==> config.mk <==
export PLATFORM = sky130hd
export DESIGN_NAME = pc_chain
export DESIGN_NICKNAME = d
export VERILOG_FILES = /design/src/rtl/pcc_pkg.sv /design/src/rtl/pcc_resolve.sv /design/src/rtl/pcc_chain.sv /design/src/rtl/pc_chain.sv
export SDC_FILE = /design/constraint.sdc
export NUM_CORES = 1
export LEC_CHECK = 0
export CORE_ASPECT_RATIO = 1.2
export CORE_MARGIN = 2
export CORE_UTILIZATION = 53
export CTS_CLUSTER_DIAMETER = 60
export CTS_CLUSTER_SIZE = 16
export DETAILED_ROUTE_END_ITERATION = 16
export HOLD_SLACK_MARGIN = 0.03
export PLACE_DENSITY = 0.85
export SYNTH_ARGS = -nofsm -noshare
export SYNTH_HDL_FRONTEND = slang
export SYNTH_SLANG_ARGS = --single-unit
==> constraint.sdc <==
create_clock -name clk -period 6.4 [get_ports clk]
set_input_delay 0.96 -clock clk [delete_from_list [all_inputs] [get_ports clk]]
set_output_delay 0.96 -clock clk [all_outputs]
set_load 0.05 [all_outputs]
==> src/rtl/pcc_pkg.sv <==
package pcc_pkg;
    typedef enum logic [1:0] {
        ACT_SEQ    = 2'd0,
        ACT_HOLD   = 2'd1,
        ACT_CALL   = 2'd2,
        ACT_BRANCH = 2'd3
    } act_e;
endpackage

==> src/rtl/pcc_resolve.sv <==
module pcc_resolve
    import pcc_pkg::*;
#(
    parameter int NSTG     = 4,
    parameter int CALL_STG = 1,
    parameter int BR_STG   = 2
) (
    input  logic            stall_i,
    input  logic [NSTG-1:0] vld_i,
    input  logic            call_req_i,
    input  logic            br_req_i,
    output act_e            act_o,
    output logic            adv_o,
    output logic [NSTG-1:0] kill_o
);
    function automatic logic [NSTG-1:0] low_mask(input int n);
        logic [NSTG-1:0] m;
        for (int i = 0; i < NSTG; i++) m[i] = (i < n);
        return m;
    endfunction

    logic br_hit, call_hit;

    always_comb begin
        br_hit   = vld_i[BR_STG] && br_req_i;
        call_hit = vld_i[CALL_STG] && call_req_i && !stall_i && !br_hit;
        act_o    = ACT_SEQ;
        adv_o    = 1'b1;
        kill_o   = '0;
        if (br_hit) begin
            act_o  = ACT_BRANCH;
            adv_o  = !stall_i;
            kill_o = stall_i ? low_mask(BR_STG) : low_mask(BR_STG + 1);
        end else if (call_hit) begin
            act_o  = ACT_CALL;
            kill_o = low_mask(CALL_STG + 1);
        end else if (stall_i) begin
            act_o  = ACT_HOLD;
            adv_o  = 1'b0;
        end
    end
endmodule

==> src/rtl/pcc_chain.sv <==
module pcc_chain #(
    parameter int NSTG = 4,
    parameter int AW   = 16
) (
    input  logic               clk,
    input  logic               rst_n,
    input  logic               adv_i,
    input  logic [NSTG-1:0]    kill_i,
    input  logic [AW-1:0]      in_npc_i,
    output logic [NSTG-1:0]    vld_o,
    output logic [NSTG*AW-1:0] npc_o
);
    typedef struct packed {
        logic          vld;
        logic [AW-1:0] npc;
    } stg_t;

    stg_t [NSTG-1:0] st_d, st_q;

    always_comb begin
        for (int i = 0; i < NSTG; i++) begin
            if (adv_i) begin
                if (i == 0) st_d[i] = '{vld: 1'b1, npc: in_npc_i};
                else        st_d[i] = st_q[i-1];
            end else begin
                st_d[i] = st_q[i];
            end
            if (kill_i[i]) st_d[i].vld = 1'b0;
        end
    end

    always_ff @(posedge clk) begin
        if (!rst_n) begin
            for (int i = 0; i < NSTG; i++) st_q[i] <= '0;
        end else begin
            st_q <= st_d;
        end
    end

    for (genvar g = 0; g < NSTG; g++) begin : g_out
        assign vld_o[g]             = st_q[g].vld;
        assign npc_o[g*AW +: AW]    = st_q[g].npc;
    end

    // an unkilled advance moves stage 0 content into stage 1 unchanged
    p_carry_shift_r3: assert property (@(posedge clk) disable iff (!rst_n)
        (adv_i && !kill_i[1]) |=> (st_q[1] == $past(st_q[0])));
    // no advance and no kill keeps every stage as it was
    p_hold_stages_r7: assert property (@(posedge clk) disable iff (!rst_n)
        (!adv_i && kill_i == '0) |=> $stable(st_q));
endmodule

==> src/rtl/pc_chain.sv <==
module pc_chain
    import pcc_pkg::*;
#(
    parameter int          AW       = 16,
    parameter int          LW       = 4,
    parameter int          NSTG     = 4,
    parameter logic [15:0] RESET_PC = 16'h0000
) (
    input  logic            clk,
    input  logic            rst_n,
    input  logic            stall_i,
    input  logic [LW-1:0]   fetch_len_i,
    input  logic            ex_call_i,
    input  logic [AW-1:0]   ex_target_i,
    input  logic            mem_taken_i,
    input  logic [AW-1:0]   mem_target_i,
    output logic [AW-1:0]   pc_o,
    output logic [NSTG-1:0] vld_o,
    output logic [AW-1:0]   ex_npc_o,
    output logic [AW-1:0]   wb_npc_o,
    output logic            ra_push_o,
    output logic [AW-1:0]   ra_addr_o
);
    localparam int CALL_STG = 1;
    localparam int BR_STG   = 2;
    localparam int WB_STG   = NSTG - 1;

    typedef struct packed {
        logic [AW-1:0] pc;
        logic          push;
        logic [AW-1:0] ra;
    } top_t;

    top_t s_d, s_q;
    act_e act;
    logic adv;
    logic [NSTG-1:0] kill;
    logic [NSTG*AW-1:0] npc_flat;
    logic [AW-1:0] fall_thru;

    assign fall_thru = s_q.pc + {{(AW-LW){1'b0}}, fetch_len_i};

    pcc_resolve #(.NSTG(NSTG), .CALL_STG(CALL_STG), .BR_STG(BR_STG)) u_res (
        .stall_i    (stall_i),
        .vld_i      (vld_o),
        .call_req_i (ex_call_i),
        .br_req_i   (mem_taken_i),
        .act_o      (act),
        .adv_o      (adv),
        .kill_o     (kill)
    );

    pcc_chain #(.NSTG(NSTG), .AW(AW)) u_chain (
        .clk      (clk),
        .rst_n    (rst_n),
        .adv_i    (adv),
        .kill_i   (kill),
        .in_npc_i (fall_thru),
        .vld_o    (vld_o),
        .npc_o    (npc_flat)
    );

    always_comb begin
        s_d      = s_q;
        s_d.push = 1'b0;
        case (act)
            ACT_SEQ:    s_d.pc = fall_thru;
            ACT_CALL: begin
                s_d.pc   = ex_target_i;
                s_d.push = 1'b1;
                s_d.ra   = npc_flat[CALL_STG*AW +: AW];
            end
            ACT_BRANCH: s_d.pc = mem_target_i;
            default:    s_d.pc = s_q.pc;
        endcase
    end

    always_ff @(posedge clk) begin
        if (!rst_n) begin
            s_q.pc   <= RESET_PC[AW-1:0];
            s_q.push <= 1'b0;
            s_q.ra   <= '0;
        end else begin
            s_q <= s_d;
        end
    end

    assign pc_o      = s_q.pc;
    assign ra_push_o = s_q.push;
    assign ra_addr_o = s_q.ra;
    assign ex_npc_o  = npc_flat[CALL_STG*AW +: AW];
    assign wb_npc_o  = npc_flat[WB_STG*AW +: AW];

    // a push strobe lasts a single cycle
    p_push_single_r4: assert property (@(posedge clk) disable iff (!rst_n)
        ra_push_o |=> !ra_push_o);
    // the push coincides with fetch at the call target
    p_push_target_r4: assert property (@(posedge clk) disable iff (!rst_n)
        ra_push_o |-> (pc_o == $past(ex_target_i)));
    // the pushed address is what execute carried before the edge
    p_push_addr_r4: assert property (@(posedge clk) disable iff (!rst_n)
        ra_push_o |-> (ra_addr_o == $past(ex_npc_o)));
    // younger stages are empty and the call sits in memory
    p_push_squash_r5: assert property (@(posedge clk) disable iff (!rst_n)
        ra_push_o |-> (vld_o[1:0] == 2'b00 && vld_o[2]));
    // stall without a branch freezes the PC
    p_stall_pc_r7: assert property (@(posedge clk) disable iff (!rst_n)
        (stall_i && !(vld_o[BR_STG] && mem_taken_i)) |=> $stable(pc_o));
    // branch during stall clears decode and execute
    p_stall_br_r8: assert property (@(posedge clk) disable iff (!rst_n)
        (stall_i && vld_o[BR_STG] && mem_taken_i) |=> (vld_o[1:0] == 2'b00));
    // a call request with an empty execute stage pushes nothing
    p_idle_call_r9: assert property (@(posedge clk) disable iff (!rst_n)
        (ex_call_i && !vld_o[CALL_STG]) |=> !ra_push_o);
endmodule

# [After elaboration in Yosys (flattened, before gate mapping)]
# Index checks and enable logic that the tools add are counted.
[word_totals] ff_bits=101 in_bits=41 output_inout_bits=69 word_cells=38
[classes] add_sub_neg=1 eq_ne=2 muxes=11 bitwise=1 reduce_logical=12
[op_table] cell="case mux 16 bit (3 select lines)" n=1
[op_table] cell="2-to-1 mux 17 bit" n=1
[op_table] cell="adder 16 x 4 -> 16 bit" n=1
[op_table] cell="OR reduction 2 bit" n=4
[op_table] cell="2-to-1 mux 2 bit" n=3
[op_table] cell="== test 2 bit, second input constant" n=2
[op_table] cell="logical AND 1 bit" n=4
[op_table] cell="2-to-1 mux 1 bit" n=4
[op_table] cell="2-to-1 mux 4 bit" n=1
[op_table] cell="2-to-1 mux 3 bit" n=1
[op_table] cell="nonzero test 3 bit" n=1
[op_table] cell="zero test 1 bit" n=2
[op_table] cell="zero test 2 bit" n=1
[op_table] cell="inverter 1 bit" n=1

# [Logic depth before layout (Yosys ltp)]
# Gate-level depths: netlist of the first run.
[logic_depth] ltp_word=7 ltp_mapped=7 depth_no_buf=7

# [By module]
# A second synthesis of the first run with hierarchy kept.
[hier_totals] cells_unflattened=451 area_unflattened_um2=4603.2
[by_module_without_submodules] module="pcc_chain" instances=1 cells_per_inst=219 area_each_um2=2587.5 seq_area_each_um2=1361.3
[by_module_without_submodules] module="pc_chain" instances=1 cells_per_inst=222 area_each_um2=1958.1 seq_area_each_um2=660.6
[by_module_without_submodules] module="pcc_resolve" instances=1 cells_per_inst=10 area_each_um2=57.6 seq_area_each_um2=0.0

# [Least setup slack after synthesis of the first run]
# Ideal clock, no wire load.
[synth_timing] kind="in2reg" from="in fetch_len_i[0]" to="reg u_chain.st_q (netlist bit u_chain.npc_o[8])" setup_ns=0.135 arrival_time_ns=2.518 required_ns=6.265 path_slack_ns=3.747 cell_stages=7 n_path_buf=0 path_cell_list="ha_1 fa_1 a211oi_1 nor2_2 and4_1 xnor2_1 a21oi_1"
[synth_via] elab_chain_cells=1
[synth_rtl] element="from (decl)" line_no="pc_chain.sv:12" text="input logic [LW-1:0] fetch_len_i,"
[synth_rtl] element="adder 16 x 4 -> 16 bit" line_no="pc_chain.sv:41" text="assign fall_thru = s_q.pc + {{(AW-LW){1'b0}}, fetch_len_i};"
[synth_rtl] element="to (signal assigned)" line_no="pcc_chain.sv:36" text="st_q <= st_d;"
[synth_rtl] element="to (decl)" line_no="pcc_chain.sv:18" text="stg_t [NSTG-1:0] st_d, st_q;"
# No other way between the ends.
# A chain may end at the register's enable or synchronous reset.

# [Final worst setup path of the first run]
# Ends and elaborated chain as after synthesis.

==> reports/summary.txt, run 1 <==
outcome: complete, no violations
normalized max-slew margin: 0.312
# fillers: 646
starting density of the core: 0.550
first-pass GRT wire length: 17.1 mm
Worst-path clk slew: 0.09 ns
Cell Area, Synth: 4480 um^2
Final Wtd Congestion: 0.873
Async S/R FF share, synth: 0
IO Pins: 110
FF+latch count, synth: 101
Fin Setup TNS: 0 ns
Synth cell types: 48
CTS tree: built
final setup skew: 0.00763 ns
Max VDD drop: 0.120 mV
number of synthesized flops with an enable pin: 0
cell count after synthesis: 505
total wire length: 10.6 mm
Placed Instances: 667
Pre-Repair DR Iteration Count: 4
highest-count cells in the layout ignoring fill and taps: clkdlybuf4s50_1, dfxtp_1, nor2_1
core footprint: 8150 um^2
IO Port Bufs: 109
Critical Path AT: 3.40 ns
max-slew violation count: 0
CTS buffer count: 9
RSZ-0062 raised after global routing: false
CP Launch Type: input pin
final std cells w/o fill: 682
Final HPWL DP: 7.55 mm
initial antenna violation count: 0
Least-Margin Pin Slew: 1.03 ns
Reg area: 2020 um^2
Vias/cell: 5.47
layout cells sized above 1: 0.0511
Final Hold Fails: 0
Clk Latency, worst-skew pair: 0.35 ns
crit share post-route: 0.499
Final Util: 0.679
via count: 3731
maxcap violations: 0
Main synth FF type: dfxtp_1
Die Span Y: 105 um
ANT cells: 0
die width: 88.0 um
syn nets: 551
nets: 610
Initial DRC Count: 153
most common cell after layout, fill and taps aside: clkdlybuf4s50_1
pwr dens: 229 nW/um^2
critical path type: input pin to flop
DR WL/cell: 15.5 um
Final ANT Viol Nets: 0
CTS resizes: 0
Final Critical Period: 3.19 ns
number of H-tree levels: 3
Root Buffer: clkbuf_8
Synthesis Warnings: 0
largest net degree at the start of global routing: 75
Total Die Area: 9210 um^2
Clock Tree Buf Depth: 2
grt total ovfl: 0
Static Leak: 2.15 nW
crit-path max FO: 7
clock sink count: 101
FMAX: 313 MHz
DRC Markers: 0
critical path capture point type: flop
total power: 0.00127 W
GR Util All Layers: 0.234
Syn-to-layout area delta: 23.4%
setup bufs post-CTS: 0
Min-Delay Path Class: flop to flop
area occupied by multi-input gates: 2060 um^2
Placement Rows: 36
vias in the first global route: 3530
hold_buf cts: 0
sequential fraction of the synthesis area: 0.451
Required @ worst endpoint: 6.61 ns
# setup viols final: 0
Post-Syn Area per Cell: 8.88 um^2
## final timing paths
path | startpoint | to | slack (ns) | cells after the start
setup / recovery | fetch_len_i[0] | u_chain.npc_o[8] | 3.21 | 8
hold / removal | ra_addr_o[12] | ra_addr_o[12] | 0.46 | 2
setup reg to reg | pc_o[0] | u_chain.npc_o[8] | 3.90 | 7
hold reg to reg | ra_addr_o[12] | ra_addr_o[12] | 0.46 | 2
## layout make-up
| cell class | count | share of cell area |
|---|---|---|
| Multi-Input combinational cell | 333 | 0.372 |
| Sequential cell | 101 | 0.365 |
| Timing Repair Buffer | 111 | 0.199 |
| Clock buffer | 14 | 0.0312 |
| Tap cell | 114 | 0.0258 |
| Inverter | 8 | 0.00543 |
| Clock inverter | 1 | 0.000904 |
## layer usage
layer | wire [um] | share of wire | track usage | vias up
met5 | 0 | 0 | 0 | -
met4 | 208 | 0.020 | 0.0835 | 0
met3 | 511 | 0.048 | 0.0553 | 17
met2 | 5450 | 0.52 | 0.397 | 111
met1 | 4400 | 0.42 | 0.284 | 1778
li1 | - | - | - | 1825
## kinds of logic after synthesis
group | after synthesis | synth area share
and+or+nand+nor | 163 | 0.156
DFF | 101 | 0.451
AOI/OAI and AO/OA | 100 | 0.146
buffers and inverters | 71 | 0.0899
muxes | 52 | 0.116
xor gates and xnor gates | 13 | 0.0254
adders and majority gates | 5 | 0.0156
## stage by stage
step	instance area (um^2)	hold WS [ns]	worst slack, ns
floorplan	4480	0.443	3.75
global placement	5360	0.442	2.89
detailed placement	5360	0.448	2.86
CTS	5530	0.460	3.23
global route	5530	0.475	3.10
finish	5530	0.459	3.21
## power by group
| part | switching [W] | internal [W] | leakage [nW] |
|---|---|---|---|
| Sequential | 0.0000241 | 0.000652 | 0.822 |
| Combinational | 0.000131 | 0.0000879 | 1.24 |
| Clock | 0.000200 | 0.000171 | 0.0926 |
## synth_stat cells, types with 2 or more instances
cell	number	area (um^2)
a31oi_1	2	12.5
clkbuf_1	14	52.6
inv_1	8	30.0
o221ai_1	6	52.6
a221o_1	3	30.0
nand2_2	2	12.5
nor2_1	77	289
ha_1	4	50.1
nor3_1	4	20.0
a21oi_1	41	205
xnor2_1	7	61.3
mux2i_1	52	521
dfxtp_1	101	2020
nand2_1	54	203
xor2_1	6	52.6
buf_2	13	65.1
buf_1	4	15.0
a211oi_1	10	75.1
buf_4	32	240
o211ai_1	2	15.0
o22ai_1	3	18.8
nand3_1	11	55.1
and3_1	4	25.0
a211oi_2	4	50.1
o21ai_0	18	90.1
## worst max-delay path, stage by stage
cell	delay [ns]
clkdlybuf4s50_1	0.40
ha_1	0.23
fa_1	0.44
a211oi_1	0.54
nor2_2	0.19
and4_1	0.26
xnor2_1	0.27
a21oi_1	0.11
## flip-flops by register name, summed over array words and instances, names as in the netlist
register	cells
pc_o	16
ra_addr_o	16
ra_push_o	1
u_chain.npc_o	64
u_chain.vld_o	4
(Power assumes the default switching activity.)
==> inputs of run 2 (changes only) <==
CORE_UTILIZATION = 45   (was 53)
PLACE_DENSITY = 0.77   (was 0.85)
clock period = 2.7 ns   (was 6.4 ns; I/O delays follow)
==> run 2 against run 1 <==
- sequential power up 140%
- sequential share of layout area down 1.6 points
- final area up 4.6%
- non-clock buffer count up 9
- power rose to 2.8 times the previous value
- critical path type unchanged
- largest cell class unchanged
- highest routed layer unchanged
==> reports/summary.txt, run 2 (synthesized netlist as in run 1, its figures left out) <==
outcome: complete, no violations
vias in the first global route: 3597
IO Port Bufs: 109
cell breakdown of the critical path: clkdlybuf4s50_1 > ha_1 > fa_1 > a211oi_1 > nor2_2 > and4_1 > xnor2_1 > a21oi_1
Final Cell Area: 5790 um^2
total wire length: 10.8 mm
critical path type: input pin to flop
CP Launch Type: input pin
starting density of the core: 0.466
final setup skew: 0.00580 ns
WHS: 0.317 ns
Worst-path clk slew: 0.07 ns
Largest register FFs: 64
ANT cells: 0
CTS tree: built
Top delay family on crit path: adder cells
setup bufs post-CTS: 0
reg-to-reg startpoint: pc_o[0]
normalized max-slew margin: 0.657
Final ANT Viol Nets: 0
# setup viols final: 0
layout cells sized above 1: 0.0692
Vias/cell: 5.37
worst setup path end: u_chain.npc_o[8]
pwr dens: 620 nW/um^2
maxcap violations: 0
largest net degree at the start of global routing: 53
Fin Setup TNS: 0 ns
Pre-Repair DR Iteration Count: 5
Final Wtd Congestion: 0.880
IO Pins: 110
CTS resizes: 0
Syn-to-layout area delta: 29.1%
Initial DRC Count: 193
crit share post-route: 0.867
total power: 0.00359 W
CP max stage cell: fa_1
Clock Tree Buf Depth: 2
grt total ovfl: 0
Reg2Reg Depth: 7
Clk Latency, worst-skew pair: 0.34 ns
hold_buf cts: 0
Critical Path Start: fetch_len_i[0]
Least-Margin Pin Slew: 0.513 ns
most common cell after layout, fill and taps aside: clkdlybuf4s50_1
Placement Rows: 39
via count: 3761
DR WL/cell: 15.4 um
Required @ worst endpoint: 2.93 ns
Root Buffer: clkbuf_16
Total Die Area: 10800 um^2
min setup slack post-route: 0.360 ns
highest-count cells in the layout ignoring fill and taps: clkdlybuf4s50_1, dfxtp_1, nor2_1
Critical Path AT: 2.57 ns
Placed Instance Area: 5450 um^2
CTS buffer count: 9
worst reg-to-reg setup slack: 0.52 ns
initial antenna violation count: 0
core footprint: 9610 um^2
Min-Delay Path Class: input pin to flop
DRC Markers: 0
Static Leak: 2.27 nW
Critical Path Max Stage Delay: 0.43 ns
crit-path max FO: 7
Max VDD drop: 0.314 mV
clock sink count: 101
pre-CTS setup slack: 0.0124 ns
max-slew violation count: 0
Die Span Y: 113 um
RSZ-0062 raised after global routing: false
FMAX: 427 MHz
Critical Path Stages: 8
Final Hold Fails: 0
GR Util All Layers: 0.205
FF-to-FF End: u_chain.npc_o[8]
nets: 619
Final Critical Period: 2.34 ns
critical path capture point type: flop
number of H-tree levels: 3
Final HPWL DP: 7.55 mm
die width: 95.1 um
worst path bufs/invs: 1
first-pass GRT wire length: 17.5 mm
==> run 2: cell count changes in the layout (fill, tap and decap cells not counted) <==
| cell | before | now |
|---|---|---|
| buf_4 | 3 | 11 |
| clkinvlp_4 | 0 | 1 |
| clkinv_4 | 0 | 1 |
| clkbuf_1 | 2 | 1 |
| buf_12 | 0 | 1 |
| bufinv_16 | 0 | 3 |
| clkbuf_8 | 12 | 0 |
| clkbuf_16 | 0 | 9 |
==> run 2: worst min-delay path by stage <==
stage	startpoint	endpoint	cells after the start
2_1_floorplan	u_chain.npc_o[3]	u_chain.npc_o[3]	2
3_3_place_gp	ra_addr_o[8]	ra_addr_o[8]	2
6_report	stall_i	u_chain.vld_o[0]	2
5_1_grt	stall_i	u_chain.vld_o[0]	2
4_1_cts	stall_i	u_chain.vld_o[0]	2
3_5_place_dp	ra_addr_o[8]	ra_addr_o[8]	2
==> run 2: area by class of cell <==
class | instances | area [um^2]
Sequential cell | 101 | 2020
Clock inverter | 6 | 111
Tap cell | 123 | 154
Timing Repair Buffer | 120 | 1180
Clock buffer | 10 | 229
Fill cell | 821 | 3820
Multi-Input combinational cell | 333 | 2060
Inverter | 8 | 30.0
==> run 2: power breakdown <==
group          internal (W)  switching, W  total, W
Sequential          0.00155     0.0000588   0.00161
Combinational      0.000214      0.000310  0.000524
Clock              0.000906      0.000553   0.00146
==> run 2: routing by layer <==
metal  wire length [um]  track usage
met5                  0            0
met4                210       0.0879
met3                670       0.0360
met2               5120        0.321
met1               4780        0.278
==> run 2: metrics by stage <==
stage | cells | util
after floorplan | 505 | -
after global placement | 685 | 0.567
after detailed placement | 685 | 0.567
after CTS | 701 | 0.602
after global routing | 701 | 0.602
final | 701 | 0.602
==> inputs of run 3 (changes only) <==
CORE_UTILIZATION = 53   (was 45)
PLACE_DENSITY = 0.85   (was 0.77)
clock period = 2.9 ns   (was 2.7 ns; I/O delays follow)
==> run 3 against run 2 <==
- critical path depth stayed put
- largest power group unchanged
- setup slack improved by 0.15 ns
- cell count fell by 1.4%
- power down 17%
- largest cell class unchanged
- final area fell by 2.2%
- core utilization is 9.2 points higher
- clock-buffer cell count fell by 1
==> reports/summary.txt, run 3 (synthesized netlist as in run 1, its figures left out) <==
vias in the first global route: 3663
total power: 0.00299 W
Required @ worst endpoint: 3.14 ns
clock sink count: 101
grt total ovfl: 0
crit-path max FO: 7
Final HPWL DP: 7.86 mm
CTS resizes: 0
Critical Path AT: 2.63 ns
Largest register FFs: 64
setup bufs post-CTS: 0
CTS buffer count: 9
max-slew violation count: 0
die width: 88.0 um
pwr dens: 529 nW/um^2
Max VDD drop: 0.241 mV
clock share of power: 0.336
crit share post-route: 0.823
Total Die Area: 9210 um^2
initial antenna violation count: 0
Final Hold Fails: 0
Final Util: 0.694
IO Port Bufs: 109
Sw Pwr: 0.000853 W
Worst-path clk slew: 0.10 ns
most common cell after layout, fill and taps aside: clkdlybuf4s50_1
Root Buffer: clkbuf_8
min setup slack post-route: 0.513 ns
Static Leak: 2.22 nW
final setup skew: 0.0130 ns
power share of the sequential group: 0.499
maxcap violations: 0
outcome: complete, no violations
hold_buf cts: 0
Final Wtd Congestion: 0.949
Clk Latency, worst-skew pair: 0.36 ns
DR WL/cell: 15.9 um
ANT cells: 0
# setup viols final: 0
Least-Margin Pin Slew: 0.781 ns
pre-CTS setup slack: 0.130 ns
nets: 618
Min-Delay Path Class: flop to flop
sw frac: 0.285
Pre-Repair DR Iteration Count: 4
layout cells sized above 1: 0.0693
total wire length: 11.0 mm
internal power: 0.00214 W
RSZ-0062 raised after global routing: false
WHS: 0.458 ns
Gate power share: 0.165
Final Critical Period: 2.39 ns
Fin Setup TNS: 0 ns
largest net degree at the start of global routing: 51
Placement Rows: 36
Initial DRC Count: 137
Die Span Y: 105 um
DRC Markers: 0
# fillers: 661
normalized max-slew margin: 0.479
number of H-tree levels: 3
GR Util All Layers: 0.243
starting density of the core: 0.550
Vias/cell: 5.44
CP Launch Type: input pin
highest-count cells in the layout ignoring fill and taps: clkdlybuf4s50_1, dfxtp_1, nor2_1
Final ANT Viol Nets: 0
core footprint: 8150 um^2
IO Pins: 110
Syn-to-layout area delta: 26.3%
via count: 3761
CTS tree: built
critical path type: input pin to flop
first-pass GRT wire length: 17.6 mm
critical path capture point type: flop
Clock Tree Buf Depth: 2
FMAX: 419 MHz
==> run 3: path summary, 6_finish.rpt <==
check | start | slack [ns] | endpoint | depth (start not counted)
setup / recovery | fetch_len_i[0] | 0.51 | pc_o[8] | 8
hold / removal | ra_addr_o[14] | 0.46 | ra_addr_o[14] | 2
setup reg to reg | pc_o[0] | 0.67 | pc_o[8] | 7
hold reg to reg | ra_addr_o[14] | 0.46 | ra_addr_o[14] | 2
==> run 3: layer usage <==
| layer | routed length (um) | share of wire | GRT usage | vias to the layer above |
|---|---|---|---|---|
| met5 | 0 | 0 | 0 | - |
| met4 | 250 | 0.023 | 0.0956 | 0 |
| met3 | 622 | 0.057 | 0.0442 | 19 |
| met2 | 5490 | 0.50 | 0.402 | 136 |
| met1 | 4600 | 0.42 | 0.309 | 1767 |
| li1 | - | - | - | 1839 |
==> run 3: final cells by class <==
class / count / area [um^2] / share of cell area
inverters: 8 / 30.0 / 0.00531
flip-flops and latches: 101 / 2020 / 0.357
repair buffers: 119 / 1180 / 0.208
multi-input cells: 333 / 2060 / 0.364
clock inverters: 7 / 108 / 0.0190
well taps: 114 / 143 / 0.0252
clock buffers: 9 / 124 / 0.0219
==> run 3: through the flow <==
stage	instances	cell area, um^2
finish	691	5660
detailed placement	675	5430
global placement	675	5430
global route	691	5660
floorplan	505	4480
CTS	691	5660
==> run 3: critical path: stages <==
cell,delay [ns]
clkdlybuf4s50_1,0.41
ha_1,0.23
fa_1,0.43
a211oi_1,0.37
nor2_2,0.16
and4_1,0.24
xnor2_1,0.24
a211oi_2,0.12
==> run 3: power groups by stage <==
stage,clock network [W],logic [W],registers [W]
floorplan,0,0.000260,0.00158
global placement,0,0.000476,0.00152
detailed placement,0,0.000488,0.00152
CTS,0.00102,0.000493,0.00149
global route,0.00107,0.000526,0.00150
finish,0.00101,0.000493,0.00149
